--- config.mk ---
export PLATFORM = sky130hd
export DESIGN_NAME = seg_desc_loader
export DESIGN_NICKNAME = d
export VERILOG_FILES = /design/src/rtl/seg_desc_pkg.sv /design/src/rtl/desc_limit_expand.sv /design/src/rtl/desc_unpack.sv /design/src/rtl/desc_rights_check.sv /design/src/rtl/desc_fetch_ctrl.sv /design/src/rtl/seg_desc_loader.sv
export SDC_FILE = /design/constraint.sdc
export NUM_CORES = 1
export LEC_CHECK = 0
export BUFFER_PORTS_ARGS = -buffer_cell sky130_fd_sc_hd__buf_2
export CAP_MARGIN = 20
export CORE_MARGIN = 8
export CORE_UTILIZATION = 53
export CTS_CLUSTER_DIAMETER = 100
export DETAILED_ROUTE_END_ITERATION = 8
export PLACE_DENSITY = 0.81
export SLEW_MARGIN = 20
export SYNTH_ARGS = -nofsm -noshare
export SYNTH_HDL_FRONTEND = slang
export SYNTH_SLANG_ARGS = --single-unit
export TNS_END_PERCENT = 50
--- constraint.sdc ---
create_clock -name clk -period 3 [get_ports clk]
set_clock_uncertainty 0.15 [all_clocks]
set_input_delay 0.15 -clock clk [delete_from_list [all_inputs] [get_ports clk]]
set_output_delay 0.15 -clock clk [all_outputs]
set_load 0.005 [all_outputs]
--- src/rtl/seg_desc_pkg.sv ---
package seg_desc_pkg;

  localparam int unsigned DESC_BYTES = 8;
  localparam int unsigned DESC_WORDS = DESC_BYTES / 2;
  localparam int unsigned RAW_W      = DESC_BYTES * 8;

  // access byte bit positions
  localparam int unsigned AB_PRESENT = 7;
  localparam int unsigned AB_SEG     = 4;
  localparam int unsigned AB_EXEC    = 3;
  localparam int unsigned AB_RW      = 1;
  localparam int unsigned AB_USED    = 0;

  typedef enum logic [1:0] {
    TGT_DATA  = 2'b00,
    TGT_CODE  = 2'b01,
    TGT_STACK = 2'b10,
    TGT_DATAX = 2'b11
  } seg_target_e;

  typedef enum logic [2:0] {
    ST_IDLE,
    ST_READ,
    ST_CHECK,
    ST_WBACK,
    ST_DONE
  } ld_state_e;

endpackage

--- src/rtl/desc_limit_expand.sv ---
module desc_limit_expand #(
  parameter int unsigned FIELD_W = 20,
  parameter int unsigned SHIFT   = 12,
  parameter int unsigned OUT_W   = 32
) (
  input  logic [FIELD_W-1:0] field,
  input  logic               gran,
  output logic [OUT_W-1:0]   limit
);
  localparam logic [OUT_W-1:0] FILL = (OUT_W'(1) << SHIFT) - OUT_W'(1);

  logic [OUT_W-1:0] wide;
  assign wide = OUT_W'(field);

  always_comb begin
    if (gran) limit = (wide << SHIFT) | FILL;
    else      limit = wide;
  end
endmodule

--- src/rtl/desc_unpack.sv ---
module desc_unpack
  import seg_desc_pkg::*;
#(
  parameter int unsigned LIM_FIELD_W = 20,
  parameter int unsigned PAGE_SHIFT  = 12
) (
  input  logic [RAW_W-1:0] raw,
  output logic [31:0]      base,
  output logic [31:0]      limit,
  output logic [7:0]       access,
  output logic             gran,
  output logic             big,
  output logic             avl
);
  logic [LIM_FIELD_W-1:0] lim_field;

  // byte k of the descriptor sits at raw[8k+7:8k]
  assign base      = {raw[63:56], raw[39:16]};
  assign access    = raw[47:40];
  assign gran      = raw[55];
  assign big       = raw[54];
  assign avl       = raw[52];
  assign lim_field = LIM_FIELD_W'({raw[51:48], raw[15:0]});

  desc_limit_expand #(
    .FIELD_W(LIM_FIELD_W),
    .SHIFT  (PAGE_SHIFT),
    .OUT_W  (32)
  ) u_expand (
    .field(lim_field),
    .gran (gran),
    .limit(limit)
  );
endmodule

--- src/rtl/desc_rights_check.sv ---
module desc_rights_check
  import seg_desc_pkg::*;
(
  input  logic [7:0] access,
  input  logic [1:0] target,
  output logic       type_bad,
  output logic       not_present
);
  logic is_seg, is_exec, rw;
  seg_target_e tgt;

  assign is_seg  = access[AB_SEG];
  assign is_exec = access[AB_EXEC];
  assign rw      = access[AB_RW];
  assign tgt     = seg_target_e'(target);

  always_comb begin
    type_bad = 1'b0;
    if (!is_seg) begin
      type_bad = 1'b1;
    end else begin
      unique case (tgt)
        TGT_CODE:  type_bad = !is_exec;
        TGT_STACK: type_bad = is_exec || !rw;
        default:   type_bad = is_exec && !rw;
      endcase
    end
  end

  assign not_present = !access[AB_PRESENT];
endmodule

--- src/rtl/desc_fetch_ctrl.sv ---
module desc_fetch_ctrl
  import seg_desc_pkg::*;
#(
  parameter int unsigned ADDR_W = 32
) (
  input  logic              clk,
  input  logic              rst_n,
  input  logic              ld_req,
  input  logic [15:0]       ld_sel,
  input  logic [1:0]        ld_target,
  input  logic [ADDR_W-1:0] tbl_base,
  input  logic [ADDR_W-1:0] tbl_limit,
  output logic              mem_req,
  output logic              mem_we,
  output logic [ADDR_W-1:0] mem_addr,
  output logic [15:0]       mem_wdata,
  input  logic [15:0]       mem_rdata,
  input  logic              mem_rdy,
  input  logic              type_bad,
  input  logic              not_present,
  input  logic              used_clear,
  input  logic [15:0]       wb_word,
  output logic [RAW_W-1:0]  desc_raw,
  output logic [1:0]        tgt_q,
  output logic              commit,
  output logic              busy,
  output logic              done,
  output logic              fault_gp,
  output logic              fault_np
);
  localparam int unsigned CNT_W = $clog2(DESC_WORDS);

  ld_state_e         state_q, state_d;
  logic [CNT_W-1:0]  cnt_q, cnt_d;
  logic [ADDR_W-1:0] daddr_q, daddr_d;
  logic [1:0]        tgt_d;
  logic              gp_q, gp_d, np_q, np_d;
  logic [ADDR_W-1:0] desc_off, desc_last;
  logic              range_bad, word_we;
  logic [15:0]       words_q [DESC_WORDS];

  assign desc_off  = ADDR_W'({ld_sel[15:3], 3'b000});
  assign desc_last = desc_off | ADDR_W'(DESC_BYTES - 1);
  assign range_bad = desc_last > tbl_limit;

  always_comb begin
    state_d = state_q;
    cnt_d   = cnt_q;
    daddr_d = daddr_q;
    tgt_d   = tgt_q;
    gp_d    = gp_q;
    np_d    = np_q;
    unique case (state_q)
      ST_IDLE: begin
        if (ld_req) begin
          daddr_d = tbl_base + desc_off;
          tgt_d   = ld_target;
          cnt_d   = '0;
          gp_d    = range_bad;
          np_d    = 1'b0;
          state_d = range_bad ? ST_DONE : ST_READ;
        end
      end
      ST_READ: begin
        if (mem_rdy) begin
          cnt_d = cnt_q + 1'b1;
          if (cnt_q == CNT_W'(DESC_WORDS - 1)) state_d = ST_CHECK;
        end
      end
      ST_CHECK: begin
        if (type_bad) begin
          gp_d    = 1'b1;
          state_d = ST_DONE;
        end else if (not_present) begin
          np_d    = 1'b1;
          state_d = ST_DONE;
        end else begin
          state_d = used_clear ? ST_WBACK : ST_DONE;
        end
      end
      ST_WBACK: if (mem_rdy) state_d = ST_DONE;
      default:  state_d = ST_IDLE;
    endcase
  end

  always_ff @(posedge clk or negedge rst_n) begin
    if (!rst_n) begin
      state_q <= ST_IDLE;
      cnt_q   <= '0;
      daddr_q <= '0;
      tgt_q   <= '0;
      gp_q    <= 1'b0;
      np_q    <= 1'b0;
    end else begin
      state_q <= state_d;
      cnt_q   <= cnt_d;
      daddr_q <= daddr_d;
      tgt_q   <= tgt_d;
      gp_q    <= gp_d;
      np_q    <= np_d;
    end
  end

  assign word_we = (state_q == ST_READ) && mem_rdy;

  for (genvar g = 0; g < DESC_WORDS; g++) begin : g_word
    always_ff @(posedge clk or negedge rst_n) begin
      if (!rst_n)                               words_q[g] <= '0;
      else if (word_we && cnt_q == CNT_W'(g))   words_q[g] <= mem_rdata;
    end
    assign desc_raw[16*g +: 16] = words_q[g];
  end

  assign mem_req   = (state_q == ST_READ) || (state_q == ST_WBACK);
  assign mem_we    = (state_q == ST_WBACK);
  assign mem_addr  = daddr_q + (mem_we ? ADDR_W'(4) : ADDR_W'({cnt_q, 1'b0}));
  assign mem_wdata = wb_word;
  assign commit    = (state_q == ST_CHECK) && !type_bad && !not_present;
  assign busy      = (state_q != ST_IDLE);
  assign done      = (state_q == ST_DONE);
  assign fault_gp  = gp_q;
  assign fault_np  = np_q;

  a_r11_done_pulse: assert property (@(posedge clk) disable iff (!rst_n)
    done |=> !done);
  a_r11_one_fault: assert property (@(posedge clk) disable iff (!rst_n)
    done |-> !(fault_gp && fault_np));
  a_r12_hold_req: assert property (@(posedge clk) disable iff (!rst_n)
    (mem_req && !mem_rdy) |=> (mem_req && $stable(mem_addr) && $stable(mem_we)));
  a_r12_load_stable: assert property (@(posedge clk) disable iff (!rst_n)
    (busy && !done) |=> ($stable(daddr_q) && $stable(tgt_q)));
  a_r9_no_write_on_fault: assert property (@(posedge clk) disable iff (!rst_n)
    mem_we |-> !(fault_gp || fault_np));
endmodule

--- src/rtl/seg_desc_loader.sv ---
module seg_desc_loader
  import seg_desc_pkg::*;
#(
  parameter int unsigned ADDR_W      = 32,
  parameter int unsigned LIM_FIELD_W = 20,
  parameter int unsigned PAGE_SHIFT  = 12
) (
  input  logic              clk,
  input  logic              rst_n,
  input  logic              ld_req,
  input  logic [15:0]       ld_sel,
  input  logic [1:0]        ld_target,
  input  logic [ADDR_W-1:0] tbl_base,
  input  logic [ADDR_W-1:0] tbl_limit,
  output logic              mem_req,
  output logic              mem_we,
  output logic [ADDR_W-1:0] mem_addr,
  output logic [15:0]       mem_wdata,
  input  logic [15:0]       mem_rdata,
  input  logic              mem_rdy,
  output logic              busy,
  output logic              done,
  output logic              fault_gp,
  output logic              fault_np,
  output logic [15:0]       fault_code,
  output logic [31:0]       cache_base,
  output logic [31:0]       cache_limit,
  output logic [7:0]        cache_access,
  output logic [1:0]        cache_dpl,
  output logic              cache_gran,
  output logic              cache_big,
  output logic              cache_avl
);
  logic [RAW_W-1:0] desc_raw;
  logic [1:0]       tgt_q;
  logic [31:0]      dec_base, dec_limit;
  logic [7:0]       dec_access;
  logic             dec_gran, dec_big, dec_avl;
  logic             type_bad, not_present, commit;
  logic [15:0]      wb_word;

  assign wb_word = {dec_access | 8'h01, desc_raw[39:32]};

  desc_fetch_ctrl #(.ADDR_W(ADDR_W)) u_ctrl (
    .clk        (clk),
    .rst_n      (rst_n),
    .ld_req     (ld_req),
    .ld_sel     (ld_sel),
    .ld_target  (ld_target),
    .tbl_base   (tbl_base),
    .tbl_limit  (tbl_limit),
    .mem_req    (mem_req),
    .mem_we     (mem_we),
    .mem_addr   (mem_addr),
    .mem_wdata  (mem_wdata),
    .mem_rdata  (mem_rdata),
    .mem_rdy    (mem_rdy),
    .type_bad   (type_bad),
    .not_present(not_present),
    .used_clear (!dec_access[AB_USED]),
    .wb_word    (wb_word),
    .desc_raw   (desc_raw),
    .tgt_q      (tgt_q),
    .commit     (commit),
    .busy       (busy),
    .done       (done),
    .fault_gp   (fault_gp),
    .fault_np   (fault_np)
  );

  desc_unpack #(
    .LIM_FIELD_W(LIM_FIELD_W),
    .PAGE_SHIFT (PAGE_SHIFT)
  ) u_unpack (
    .raw   (desc_raw),
    .base  (dec_base),
    .limit (dec_limit),
    .access(dec_access),
    .gran  (dec_gran),
    .big   (dec_big),
    .avl   (dec_avl)
  );

  desc_rights_check u_rights (
    .access     (dec_access),
    .target     (tgt_q),
    .type_bad   (type_bad),
    .not_present(not_present)
  );

  always_ff @(posedge clk or negedge rst_n) begin
    if (!rst_n) begin
      cache_base   <= '0;
      cache_limit  <= '0;
      cache_access <= '0;
      cache_dpl    <= '0;
      cache_gran   <= 1'b0;
      cache_big    <= 1'b0;
      cache_avl    <= 1'b0;
    end else if (commit) begin
      cache_base   <= dec_base;
      cache_limit  <= dec_limit;
      cache_access <= dec_access | 8'h01;
      cache_dpl    <= dec_access[6:5];
      cache_gran   <= dec_gran;
      cache_big    <= dec_big;
      cache_avl    <= dec_avl;
    end
  end

  assign fault_code = '0;

  a_r3_gran_fill: assert property (@(posedge clk) disable iff (!rst_n)
    (done && !fault_gp && !fault_np && cache_gran) |-> (cache_limit[PAGE_SHIFT-1:0] == '1));
  a_r2_cache_hold: assert property (@(posedge clk) disable iff (!rst_n)
    (!busy) |=> $stable(cache_base) && $stable(cache_limit));
endmodule

Word level (Yosys, flattened, before mapping)
Cells that the tools add are included.

Input bits: 102. Bits in registers: 182. Word-level logic and storage cells: 83. Output and inout bits: 147.

Order comparisons: 1. Equality and inequality tests: 16. Mux-type cells: 23. Add/subtract/negate cells: 3. Reduce and logical (&&, ||, !) cells: 23.

Operator list (count): 32-bit by 16-bit adder with 32-bit output (1); 32-bit adder (1); 16-bit by 32-bit > comparator with 1-bit output (1); 32-bit 2-to-1 mux (1); 3-bit 2-to-1 mux (9); 3-bit one-hot mux with 4 select lines (1); 2-bit inequality test (second input constant) (5); 1-bit logical AND (8); 4-bit AND reduction (2); 2-bit equality test (second input constant) (3); 3-bit by 2-bit equality test with 1-bit output (second input constant) (2); 1-bit 2-to-1 mux (6); 1-bit one-hot mux with 2 select lines (3); 3-bit AND reduction (2); 2-bit by 1-bit equality test with 1-bit output (second input constant) (2); 2-bit 2-to-1 mux (2); 2-bit by 1-bit inequality test with 1-bit output (second input constant) (2); 2-bit one-hot mux with 2 select lines (1); 2-bit nonzero test (2); 3-bit by 1-bit equality test with 1-bit output (second input constant) (1); 3-bit equality test (second input constant) (1); 1-bit logical NOT (3); 3-bit logical NOT (1); 3-bit nonzero test (1); 4 further kinds (5).

Depth between registers and ports, before layout
Gate-level depths: netlist (run 1).

Depth after elaboration: 7. Depth in mapped cells: 11. Gate-level depth less buffers: 11.

Cells and area by module
From an unflattened synthesis (run 1), not the netlist that was laid out.

Cell total of the unflattened synthesis: 838. Area, all modules: 9771.9 um^2.

Modules (own cells, without submodules): desc_fetch_ctrl (area an instance 5973.2 um^2, sequential area each 2627.5 um^2, cells an instance 573, instances 1); seg_desc_loader (area an instance 3124.2 um^2, sequential area each 1876.8 um^2, cells an instance 179, instances 1); desc_unpack (area an instance 322.8 um^2, sequential area each 0.0 um^2, cells an instance 43, instances 1); desc_limit_expand (area an instance 286.5 um^2, sequential area each 0.0 um^2, cells an instance 35, instances 1); desc_rights_check (area an instance 65.1 um^2, sequential area each 0.0 um^2, cells an instance 8, instances 1).

Worst setup path before layout (run 1)
Ideal clock, no wire load.

Path type: flip-flop to output port. Start point: register u_ctrl.state_q[0]. End point: output port mem_addr[31]. Arrival: 2.156 ns. Buffers on the path: 1. Required time: 2.700 ns. Slack: 0.544 ns. Stages on the path, launching flop included: 12. Cell sequence: dfrtp_1 -> buf_2 -> inv_1 -> nor2_1 -> nor2_1 -> ha_1 -> fa_1 -> nand3_1 -> nor3_1 -> nand2_1 -> nor3_1 -> xor2_1.

Longest elaborated chain between the ends: 3.

RTL lines: from (decl) (RTL line desc_fetch_ctrl.sv:33) `ld_state_e state_q, state_d;`; from (signal assigned) (RTL line desc_fetch_ctrl.sv:95) `state_q <= state_d;`; 3-bit by 2-bit equality test with 1-bit output (RTL line desc_fetch_ctrl.sv:115) `assign mem_we = (state_q == ST_WBACK);`; via mem_we (RTL line seg_desc_loader.sv:16) `output logic mem_we,`; 3-bit 2-to-1 mux (RTL line desc_fetch_ctrl.sv:116) `assign mem_addr = daddr_q + (mem_we ? ADDR_W'(4) : ADDR_W'({cnt_q, 1'b0}));`; 32-bit adder (RTL line desc_fetch_ctrl.sv:116); to (decl) (RTL line seg_desc_loader.sv:17) `output logic [ADDR_W-1:0] mem_addr,`.

The timed path passes the listed nets, and every way through them passes these cells.

Worst setup path after layout (run 1)
Start point: register u_ctrl.state_q[1]. End point: output port mem_addr[31].

Longest elaborated chain between the ends: 3.

RTL lines (RTL line): 3-bit by 2-bit equality test with 1-bit output (desc_fetch_ctrl.sv:115); 3-bit 2-to-1 mux (desc_fetch_ctrl.sv:116); 32-bit adder (desc_fetch_ctrl.sv:116).

Every way passes these cells.

==> flow_summary.json, run 1 <==
{
  "outcome": "complete, no violations",
  "detail_route.wl_per_cell_um": 17.0,
  "timing.critical_path.slowest_stage_cell": "dfrtp_2",
  "post-place-cells": 1223,
  "routed_wirelength_um": 22300,
  "worstSetupEndpointType": "output pin",
  "ys_types": 52,
  "hold_viol_final": 0,
  "detailedPlacementHpwl_um": 16400,
  "worst_skew_pair.late_latency_ns": 0.42,
  "finalCritPeriodShare": 0.997,
  "avgViaCountPerCell": 5.17,
  "unrepaired_setup_endpoints_after_global_routing": "true",
  "synth.top_cell.area_share": 0.491,
  "hold_path_class": "primary input to flip-flop",
  "die_height_um": 147,
  "syn-mean-instance-area_sq_um": 11.3,
  "final_layout_size_suffix_gt1_frac": 0.389,
  "power_mw": 9.83,
  "path_class": "flip-flop to output pin",
  "io-pin-count": 249,
  "floorplan.die_area_sq_um": 21700,
  "stdcell_count": 1310,
  "post_synthesis_cell_area_sq_um": 9120,
  "worst_pin_slew_ns": 0.932,
  "initial_core_util": 0.535,
  "cts_buffers": 17,
  "worst_ir_drop_vdd_uv": 496,
  "yosys_warnings": 0,
  "clock_sink_count": 179,
  "p_leak_nw": 5.98,
  "detail_route.drc_violations": 0,
  "detail_route.first_pass.iterations": 4,
  "sequential_area_share_after_synthesis": 0.491,
  "min-delay-start": "tbl_base[5]",
  "power.density_cell_area_nw_per_um2": 853,
  "max_slew_margin": 0.379,
  "largest_net_degree_at_the_start_of_global_routing": 80,
  "cts_tree": "built",
  "asyncSetResetFlopFracSynth": 1.00,
  "synthTopCellsByArea": "dfrtp_1 49%, mux2_2 8.9%, mux2_4 6.3%",
  "synth.top_cells.by_count": "179 x dfrtp_1, 99 x nand2_1, 72 x mux2_2, 53 x o21ai_0, 38 x mux2_4",
  "num_vias": 6774,
  "placementRows": 48,
  "ys_ff_latch": 179,
  "grt.total_usage": 0.211,
  "design.final.nets": 1210,
  "ctsHtreeMaxLevel": 4,
  "maximum_capacitance_violations": 0,
  "worstPathRequired_ns": 2.70,
  "crit_start": "u_ctrl.state_q[1]$_DFFE_PN0P_",
  "worst_setup_hold_path_clk_slew_ns": 0.07,
  "final_max_slew_viol_count": 0,
  "core_sq_um": 17100,
  "antenna_violations_before_repair": 0,
  "area_leader_netlist": "dfrtp_1",
  "grt_pass1_wl_um": 37200,
  "diodes": 0,
  "areaGrowthSynthToFinish_pct": 26.4,
  "cp_common_cell": "nor2_2",
  "timing.critical_path.buf_inv": 2,
  "holdWs_ns": 0.0745,
  "finalSetupTns_ns": 0,
  "place_congestion": 0.850,
  "crit_path_max_fanout": 6,
  "critical-path-top-delay-family": "simple AND/OR/NAND/NOR gates",
  "clockBufferDepth": 2,
  "finalWorstPathRequiredPeriod_ns": 2.99,
  "overflow": 0,
  "path_cells": "nor2b_4 -> inv_2 -> nor2_2 -> nor2_2 -> ha_2 -> fa_2 -> nand3_4 -> nor3_4 -> nand2_2 -> nor3_2 -> xor2_1 -> buf_2",
  "synth-main-ff-cell": "dfrtp_1",
  "netlist_instances": 808,
  "critPathLaunchType": "flip-flop",
  "numPortBuffers": 228,
  "vias_in_the_first_global_route": 7316,
  "timing.critical_path.slowest_cell_delay_ns": 0.45,
  "max_freq_mhz": 334,
  "worst_ep_arrival_time_ns": 2.69,
  "antenna_violating_nets_left": 0,
  "detail_route.iter0.violations": 322,
  "final_core_occ": 0.676,
  "cts-root-buf": "clkbuf_16",
  "synth.most_common_cell": "dfrtp_1",
  "die_width_um": 147,
  "synth-edff-count": 0,
  "finalSetupViolations": 0,
  "crit-reg2reg-launch": "u_ctrl.tgt_q[0]$_DFFE_PN0P_"
}
-- metal layers --
layer  wire [um]  up-vias  global-route usage
li1            -     3280                   -
met1        9300     3243               0.250
met2       11200      225               0.365
met3        1470       26              0.0637
met4         320        0              0.0612
met5           0        -                   0
-- path summary, 6_finish.rpt --
| check | depth (start not counted) | endpoint | slack, ns |
|---|---|---|---|
| worst min-delay path | 4 | u_ctrl.daddr_q[5]$_DFFE_PN0P_ | 0.07 |
| max in group asynchronous | 3 | u_ctrl.desc_raw[35]$_DFFE_PN0P_ | 1.63 |
| worst max register to register | 8 | cache_base[7]$_DFFE_PN0P_ | 0.43 |
| worst min register to register | 1 | cache_access[0]$_DFFE_PN0P_ | 0.31 |
| min in group asynchronous | 2 | cache_access[2]$_DFFE_PN0P_ | 0.18 |
| worst max-delay path | 12 | mem_addr[31] | 0.01 |
-- worst min-delay path: cells and delay by family --
kind	cells	cell delay [ns]
AO/OA/AOI/OAI	1	0.07
adder cells (fa/ha/maj)	1	0.18
buffers and inverters	1	0.08
XOR/XNOR	1	0.12
-- kinds of logic after synthesis --
family	share of synthesized area
adders and majority gates	0.0511
other	0.000824
buffers and inverters	0.0583
muxes	0.161
and+or+nand+nor	0.104
AOI/OAI and AO/OA	0.0797
DFF	0.491
xor gates and xnor gates	0.0538
-- flip-flops by register name, summed over array words and instances (netlist names) --
name / flops
cache_access: 8
cache_avl: 1
cache_base: 32
cache_big: 1
cache_gran: 1
cache_limit: 32
u_ctrl.cnt_q: 2
u_ctrl.daddr_q: 32
u_ctrl.desc_raw: 63
u_ctrl.fault_gp: 1
u_ctrl.fault_np: 1
u_ctrl.state_q: 3
u_ctrl.tgt_q: 2
-- layout make-up --
cell class              instances  area (sq um)
well taps                     225           282
repair buffers                297          1820
clock buffers                  18           439
fillers                      1317          5530
multi-input cells             552          4250
flip-flops and latches        179          4480
clock inverters                14           166
inverters                      25          93.8
-- where the power goes --
part | switching [mW] | internal, mW | leakage (nW)
Combinational | 1.55 | 1.88 | 3.37
Sequential | 0.804 | 3.36 | 2.32
Clock | 1.02 | 1.21 | 0.291
-- what timing repair did --
item	4_1_cts	5_1_grt
pin swaps	1	9
setup endpoints to repair	19	15
buffers inserted	0	9
resized for setup	9	13
hold buffers	46	0
hold endpoints to repair	165	0
-- through the flow --
step | worst slack (ns) | instance area (sq um)
after floorplan | 0.544 | 9170
after global placement | 0.152 | 10300
after detailed placement | 0.0738 | 10300
after CTS | 0.0306 | 11400
after global routing | -0.121 | 11500
final | 0.0101 | 11500
-- cell usage in the layout (no fill, tap or decap), types with 5 or more instances in the layout --
cell type / netlist / routed
and4_1: 5 / 5
mux2_2: 72 / 72
buf_2: 6 / 227
conb_1: 2 / 17
ha_1: 34 / 33
a21o_1: 12 / 12
nor2_1: 28 / 23
nand3_1: 24 / 21
dlygate4sd3_1: 0 / 46
nand4_1: 9 / 9
inv_1: 23 / 22
o21ai_0: 53 / 52
xnor2_1: 23 / 23
nand2_1: 99 / 98
clkbuf_16: 0 / 17
a21oi_1: 12 / 12
buf_4: 35 / 20
xor2_1: 33 / 33
dfrtp_1: 179 / 178
and3_1: 15 / 15
mux2i_1: 9 / 9
o21ai_1: 17 / 17
mux2_4: 38 / 38
(Power assumes the default switching activity.)
==> run 2: changes to the inputs <==
CORE_UTILIZATION = 40   (was 53)
PLACE_DENSITY = unset   (was 0.81)
==> run 2 against run 1 <==
  * First-iteration DRC count down 9.3%
  * Final area up 0.20%
  * Power down 1.4%
  * Critical path type unchanged
  * Largest cell class unchanged
==> flow_summary.json, run 2 (same netlist as run 1, synthesis figures left out) <==
{
  "outcome": "complete, no violations",
  "power.sequential.fraction": 0.425,
  "antenna_violating_nets_left": 0,
  "worst_skew_pair.late_latency_ns": 0.43,
  "grt.total_usage": 0.163,
  "worstSetupEndpointType": "output pin",
  "detail_route.wl_per_cell_um": 16.4,
  "clockBufferDepth": 2,
  "hold_path_class": "primary input to flip-flop",
  "commonest_non_fill_non_tap_cell_in_the_layout": "buf_2",
  "final_layout_size_suffix_gt1_frac": 0.383,
  "die_width_um": 167,
  "ctsHtreeMaxLevel": 4,
  "timing.critical_path.slowest_stage_cell": "dfrtp_2",
  "mostFrequentLayoutCells": "227 x buf_2, 177 x dfrtp_1, 98 x nand2_1",
  "areaGrowthSynthToFinish_pct": 26.7,
  "crit_path_max_fanout": 6,
  "swShare": 0.347,
  "detailedPlacementHpwl_um": 16900,
  "hold_viol_final": 0,
  "worst_pin_slew_ns": 0.928,
  "core_sq_um": 22500,
  "routed_wirelength_um": 22400,
  "worstPathRequired_ns": 2.70,
  "die_height_um": 167,
  "io-pin-count": 249,
  "numPortBuffers": 228,
  "area_occupied_by_multi_input_gates_sq_um": 4250,
  "finalWorstPathRequiredPeriod_ns": 2.85,
  "worst_setup_hold_path_clk_slew_ns": 0.07,
  "cts_tree": "built",
  "finalCritPeriodShare": 0.949,
  "grt_pass1_wl_um": 36900,
  "detail_route.drc_violations": 0,
  "path_class": "flip-flop to output pin",
  "finalWorstSetupSlack_ns": 0.152,
  "largest_net_degree_at_the_start_of_global_routing": 82,
  "worst_ep_arrival_time_ns": 2.55,
  "place_congestion": 0.826,
  "critPathLaunchType": "flip-flop",
  "power_mw": 9.69,
  "p_leak_nw": 5.97,
  "detail_route.iter0.violations": 292,
  "holdWs_ns": 0.0670,
  "diodes": 0,
  "num_vias": 6614,
  "antenna_violations_before_repair": 0,
  "design.final.nets": 1205,
  "combinationalPowerShare": 0.348,
  "cts_buffers": 17,
  "timing.critical_path.slowest_cell_delay_ns": 0.45,
  "pre_cts_ws_ns": 0.0345,
  "maximum_capacitance_violations": 0,
  "worst_ir_drop_vdd_uv": 365,
  "cp_common_cell": "nor2_2",
  "finalSetupViolations": 0,
  "overflow": 0,
  "detail_route.first_pass.iterations": 4,
  "floorplan.die_area_sq_um": 27900,
  "vias_in_the_first_global_route": 6973,
  "power.density_cell_area_nw_per_um2": 839,
  "initial_core_util": 0.405,
  "sequential_cell_area_sq_um": 4480,
  "cts-root-buf": "clkbuf_16",
  "power.net_switching_mw": 3.36,
  "power.clock.fraction": 0.227,
  "internal_cell_power_mw": 6.32,
  "n_fill_cell": 2060,
  "final_max_slew_viol_count": 0,
  "placementRows": 55,
  "path_cells": "nor2b_4 -> inv_4 -> nor2_2 -> nor2_1 -> ha_2 -> fa_2 -> nand3_2 -> nor3_4 -> nand2_2 -> nor2_2 -> xor2_1 -> buf_2",
  "largest_reg_flops": 63,
  "max_slew_margin": 0.380,
  "max_freq_mhz": 351,
  "avgViaCountPerCell": 4.85,
  "clock_sink_count": 179
}
[run 2: cell types whose count changed in the layout (fill, tap and decap cells not counted), sizes merged]
| cell | before | now |
|---|---|---|
| bufinv | 1 | 0 |
| clkinvlp | 2 | 0 |
| dlygate4sd3 | 46 | 48 |
| inv | 31 | 35 |
| clkinv | 5 | 4 |
| clkbuf | 18 | 19 |
| buf | 251 | 243 |
[run 2: timing repair]
action | CTS | global route
setup buffers | 1 | 2
endpoints found under the setup margin | 14 | 18
hold buffers | 48 | 0
hold endpoints to repair | 166 | 0
gates resized for setup | 9 | 12
pin swaps | 2 | 4
[run 2: power by group through the flow]
stage	registers, mW	logic (mW)	clock network (mW)
2_1_floorplan	3.95	2.26	0
3_3_place_gp	4.12	3.30	0
3_5_place_dp	4.16	3.35	0
4_1_cts	4.12	3.43	2.27
5_1_grt	4.26	3.78	2.35
6_report	4.12	3.37	2.20
[run 2: final timing paths]
path | end | slack (ns) | start | cells past startpoint
min in group asynchronous | cache_base[21]$_DFFE_PN0P_ | 0.16 | rst_n | 2
min reg2reg | cache_access[0]$_DFFE_PN0P_ | 0.32 | cache_access[0]$_DFFE_PN0P_ | 1
max reg2reg | cache_base[30]$_DFFE_PN0P_ | 0.49 | u_ctrl.tgt_q[0]$_DFFE_PN0P_ | 8
max | mem_addr[29] | 0.15 | u_ctrl.state_q[1]$_DFFE_PN0P_ | 12
min | u_ctrl.daddr_q[13]$_DFFE_PN0P_ | 0.07 | tbl_base[13] | 4
max in group asynchronous | u_ctrl.state_q[1]$_DFFE_PN0P_ | 1.71 | rst_n | 3
[run 2: cell type report]
class	count	area share
inverters	25	0.00834
flip-flops and latches	179	0.388
clock buffers	18	0.0372
repair buffers	292	0.155
multi-input cells	552	0.368
clock inverters	14	0.0132
well taps	285	0.0309
[run 2: routing by layer]
metal	wire length (um)	vias up	global-route usage
met5	0	-	0
met4	197	0	0.0403
met3	1620	18	0.0582
met2	10700	202	0.273
met1	9930	3120	0.197
li1	-	3274	-
[run 2: stage by stage]
step	std cells	util	setup TNS, ns	area [sq um]
after global routing	1365	0.513	-0.0872	11500
after detailed placement	1282	0.462	0	10400
after global placement	1282	0.462	0	10400
after floorplan	823	-	0	9170
after CTS	1363	0.511	0	11500
final	1365	0.513	0	11500
[run 2: critical path: cells and delay by family (launching register included)]
| family | cells | cell delay [ns] |
|---|---|---|
| flops | 1 | 0.45 |
| xor+xnor | 1 | 0.17 |
| fa+ha+maj | 2 | 0.40 |
| buf+inv | 2 | 0.22 |
| simple gates | 7 | 0.87 |
==> run 3: changes to the inputs <==
CTS_BUF_LIST = sky130_fd_sc_hd__clkbuf_4 sky130_fd_sc_hd__clkbuf_8   (was unset)
==> run 3 against run 2 <==
  * Combinational power increased by 2%
  * Die area did not move
  * Flip-flop and latch count is the same
  * Count of clock-buffer cells in the layout unchanged
  * Critical path type is now primary input to flip-flop
  * Critical endpoint is now u_ctrl.daddr_q[25]$_DFFE_PN0P_
  * Largest cell class unchanged
  * Largest power group unchanged
==> flow_summary.json, run 3 (same netlist as run 1, synthesis figures left out) <==
{
  "place_congestion": 0.826,
  "finalWorstPathRequiredPeriod_ns": 2.90,
  "ctsHtreeMaxLevel": 4,
  "detail_route.iter0.violations": 272,
  "vias_in_the_first_global_route": 7016,
  "critPathLaunchType": "primary input",
  "grt_pass1_wl_um": 37000,
  "detailedPlacementHpwl_um": 16900,
  "power.density_cell_area_nw_per_um2": 802,
  "finalSetupTns_ns": 0,
  "unrepaired_setup_endpoints_after_global_routing": "true",
  "final_layout_size_suffix_gt1_frac": 0.386,
  "worst_skew_pair.late_latency_ns": 0.46,
  "largest_net_degree_at_the_start_of_global_routing": 82,
  "initial_core_util": 0.405,
  "path_cells": "dlygate4sd3_1 -> buf_2 -> ha_1 -> a21o_1 -> a221oi_2 -> o21ai_1 -> a31o_2 -> nand3_1 -> xor2_1 -> dlygate4sd3_1 -> o21ai_1",
  "mostFrequentLayoutCells": "227 x buf_2, 179 x dfrtp_1, 97 x nand2_1",
  "outcome": "complete, no violations",
  "final_max_slew_viol_count": 0,
  "clockBufferDepth": 2,
  "num_vias": 6617,
  "worst_pin_slew_ns": 0.932,
  "worstPathRequired_ns": 3.19,
  "detail_route.first_pass.iterations": 5,
  "antenna_violating_nets_left": 0,
  "detail_route.wl_per_cell_um": 16.4,
  "commonest_non_fill_non_tap_cell_in_the_layout": "buf_2",
  "die_width_um": 167,
  "timing.critical_path.slowest_stage_cell": "dlygate4sd3_1",
  "detail_route.drc_violations": 0,
  "p_leak_nw": 5.94,
  "n_fill_cell": 2078,
  "placementRows": 55,
  "cts_tree": "built",
  "cts_buffers": 17,
  "max_slew_margin": 0.377,
  "sequential_cell_area_sq_um": 4480,
  "numPortBuffers": 228,
  "final_core_occ": 0.509,
  "floorplan.die_area_sq_um": 27900,
  "design.final.nets": 1215,
  "core_sq_um": 22500,
  "finalSetupViolations": 0,
  "routed_wirelength_um": 22500,
  "hold_viol_final": 0,
  "post-place-cells": 1282,
  "finalWorstSetupSlack_ns": 0.100,
  "antenna_violations_before_repair": 0,
  "stdcell_count": 1375,
  "area_occupied_by_multi_input_gates_sq_um": 4260,
  "pre_cts_ws_ns": 0.0345,
  "grt.total_usage": 0.163,
  "timing.critical_path.slowest_cell_delay_ns": 0.56,
  "avgViaCountPerCell": 4.81,
  "clock_sink_count": 179,
  "worst_ir_drop_vdd_uv": 304,
  "hold_path_class": "primary input to flip-flop",
  "worst_ep_arrival_time_ns": 3.09,
  "cts-root-buf": "clkbuf_8",
  "largest_reg_flops": 63,
  "worst_setup_hold_path_clk_slew_ns": 0.10,
  "diodes": 0,
  "maximum_capacitance_violations": 0,
  "die_height_um": 167,
  "worstSetupEndpointType": "flip-flop",
  "overflow": 0,
  "path_class": "primary input to flip-flop",
  "io-pin-count": 249,
  "areaGrowthSynthToFinish_pct": 25.7,
  "crit_path_max_fanout": 8,
  "finalCritPeriodShare": 0.967,
  "max_freq_mhz": 345
}
## run 3: changes by cell type in the layout (fill, tap and decap cells not counted), moves of 2 or more
cell,delta
dfrtp_2,-2
buf_4,+5
dlygate4sd3_1,+4
dfrtp_1,+2
clkbuf_8,+17
clkbuf_16,-17
## run 3: worst paths after layout
kind | from | endpoint | slack [ns] | cells past startpoint
max in group asynchronous | rst_n | u_ctrl.cnt_q[0]$_DFFE_PN0P_ | 1.76 | 3
min in group asynchronous | rst_n | cache_base[21]$_DFFE_PN0P_ | 0.12 | 2
setup / recovery | tbl_base[5] | u_ctrl.daddr_q[25]$_DFFE_PN0P_ | 0.10 | 11
hold reg to reg | cache_access[0]$_DFFE_PN0P_ | cache_access[0]$_DFFE_PN0P_ | 0.33 | 1
hold / removal | tbl_base[15] | u_ctrl.daddr_q[15]$_DFFE_PN0P_ | 0.03 | 4
setup reg to reg | u_ctrl.tgt_q[0]$_DFFE_PN0P_ | cache_base[14]$_DFFE_PN0P_ | 0.47 | 8
## run 3: per-stage QoR
step                      power (mW)  hold slack, ns  cell area, sq um
after floorplan                 6.22          -0.296              9170
after global placement          7.42          0.0914             10400
after detailed placement        7.51          0.0833             10400
after CTS                       9.27         0.00475             11300
after global routing            9.90          0.0559             11500
final                           9.19          0.0344             11500
## run 3: routing by layer
metal	GRT usage	up-vias	share of wire
met4	0.0380	0	0.0095
li1	-	3279	-
met5	0	-	0
met2	0.274	201	0.47
met1	0.198	3119	0.45
met3	0.0586	18	0.071
## run 3: worst max-delay path: cells and delay by family
kind                       cells  cell delay [ns]
buffers and inverters          3             1.22
AOI/OAI and AO/OA              5             1.14
adders and majority gates      1             0.32
xor gates and xnor gates       1             0.13
and+or+nand+nor                1             0.12
## run 3: layout make-up
type	count	share of cell area
sequential	179	0.391
multi-input combinational	552	0.372
timing repair buffer	302	0.164
tap	285	0.0311
clock buffer	18	0.0211
clock inverter	14	0.0133
inverter	25	0.00819
## run 3: timing repair
action	CTS	global route
pin swaps	2	5
resized for setup	8	14
hold buffers	52	0
setup buffers	2	7
endpoints found under the hold margin	169	0
setup endpoints to repair	18	21
## run 3: report_power, final
group	switching [mW]	internal (mW)
registers	0.755	3.35
clock network	1.00	0.647
logic	1.55	1.88
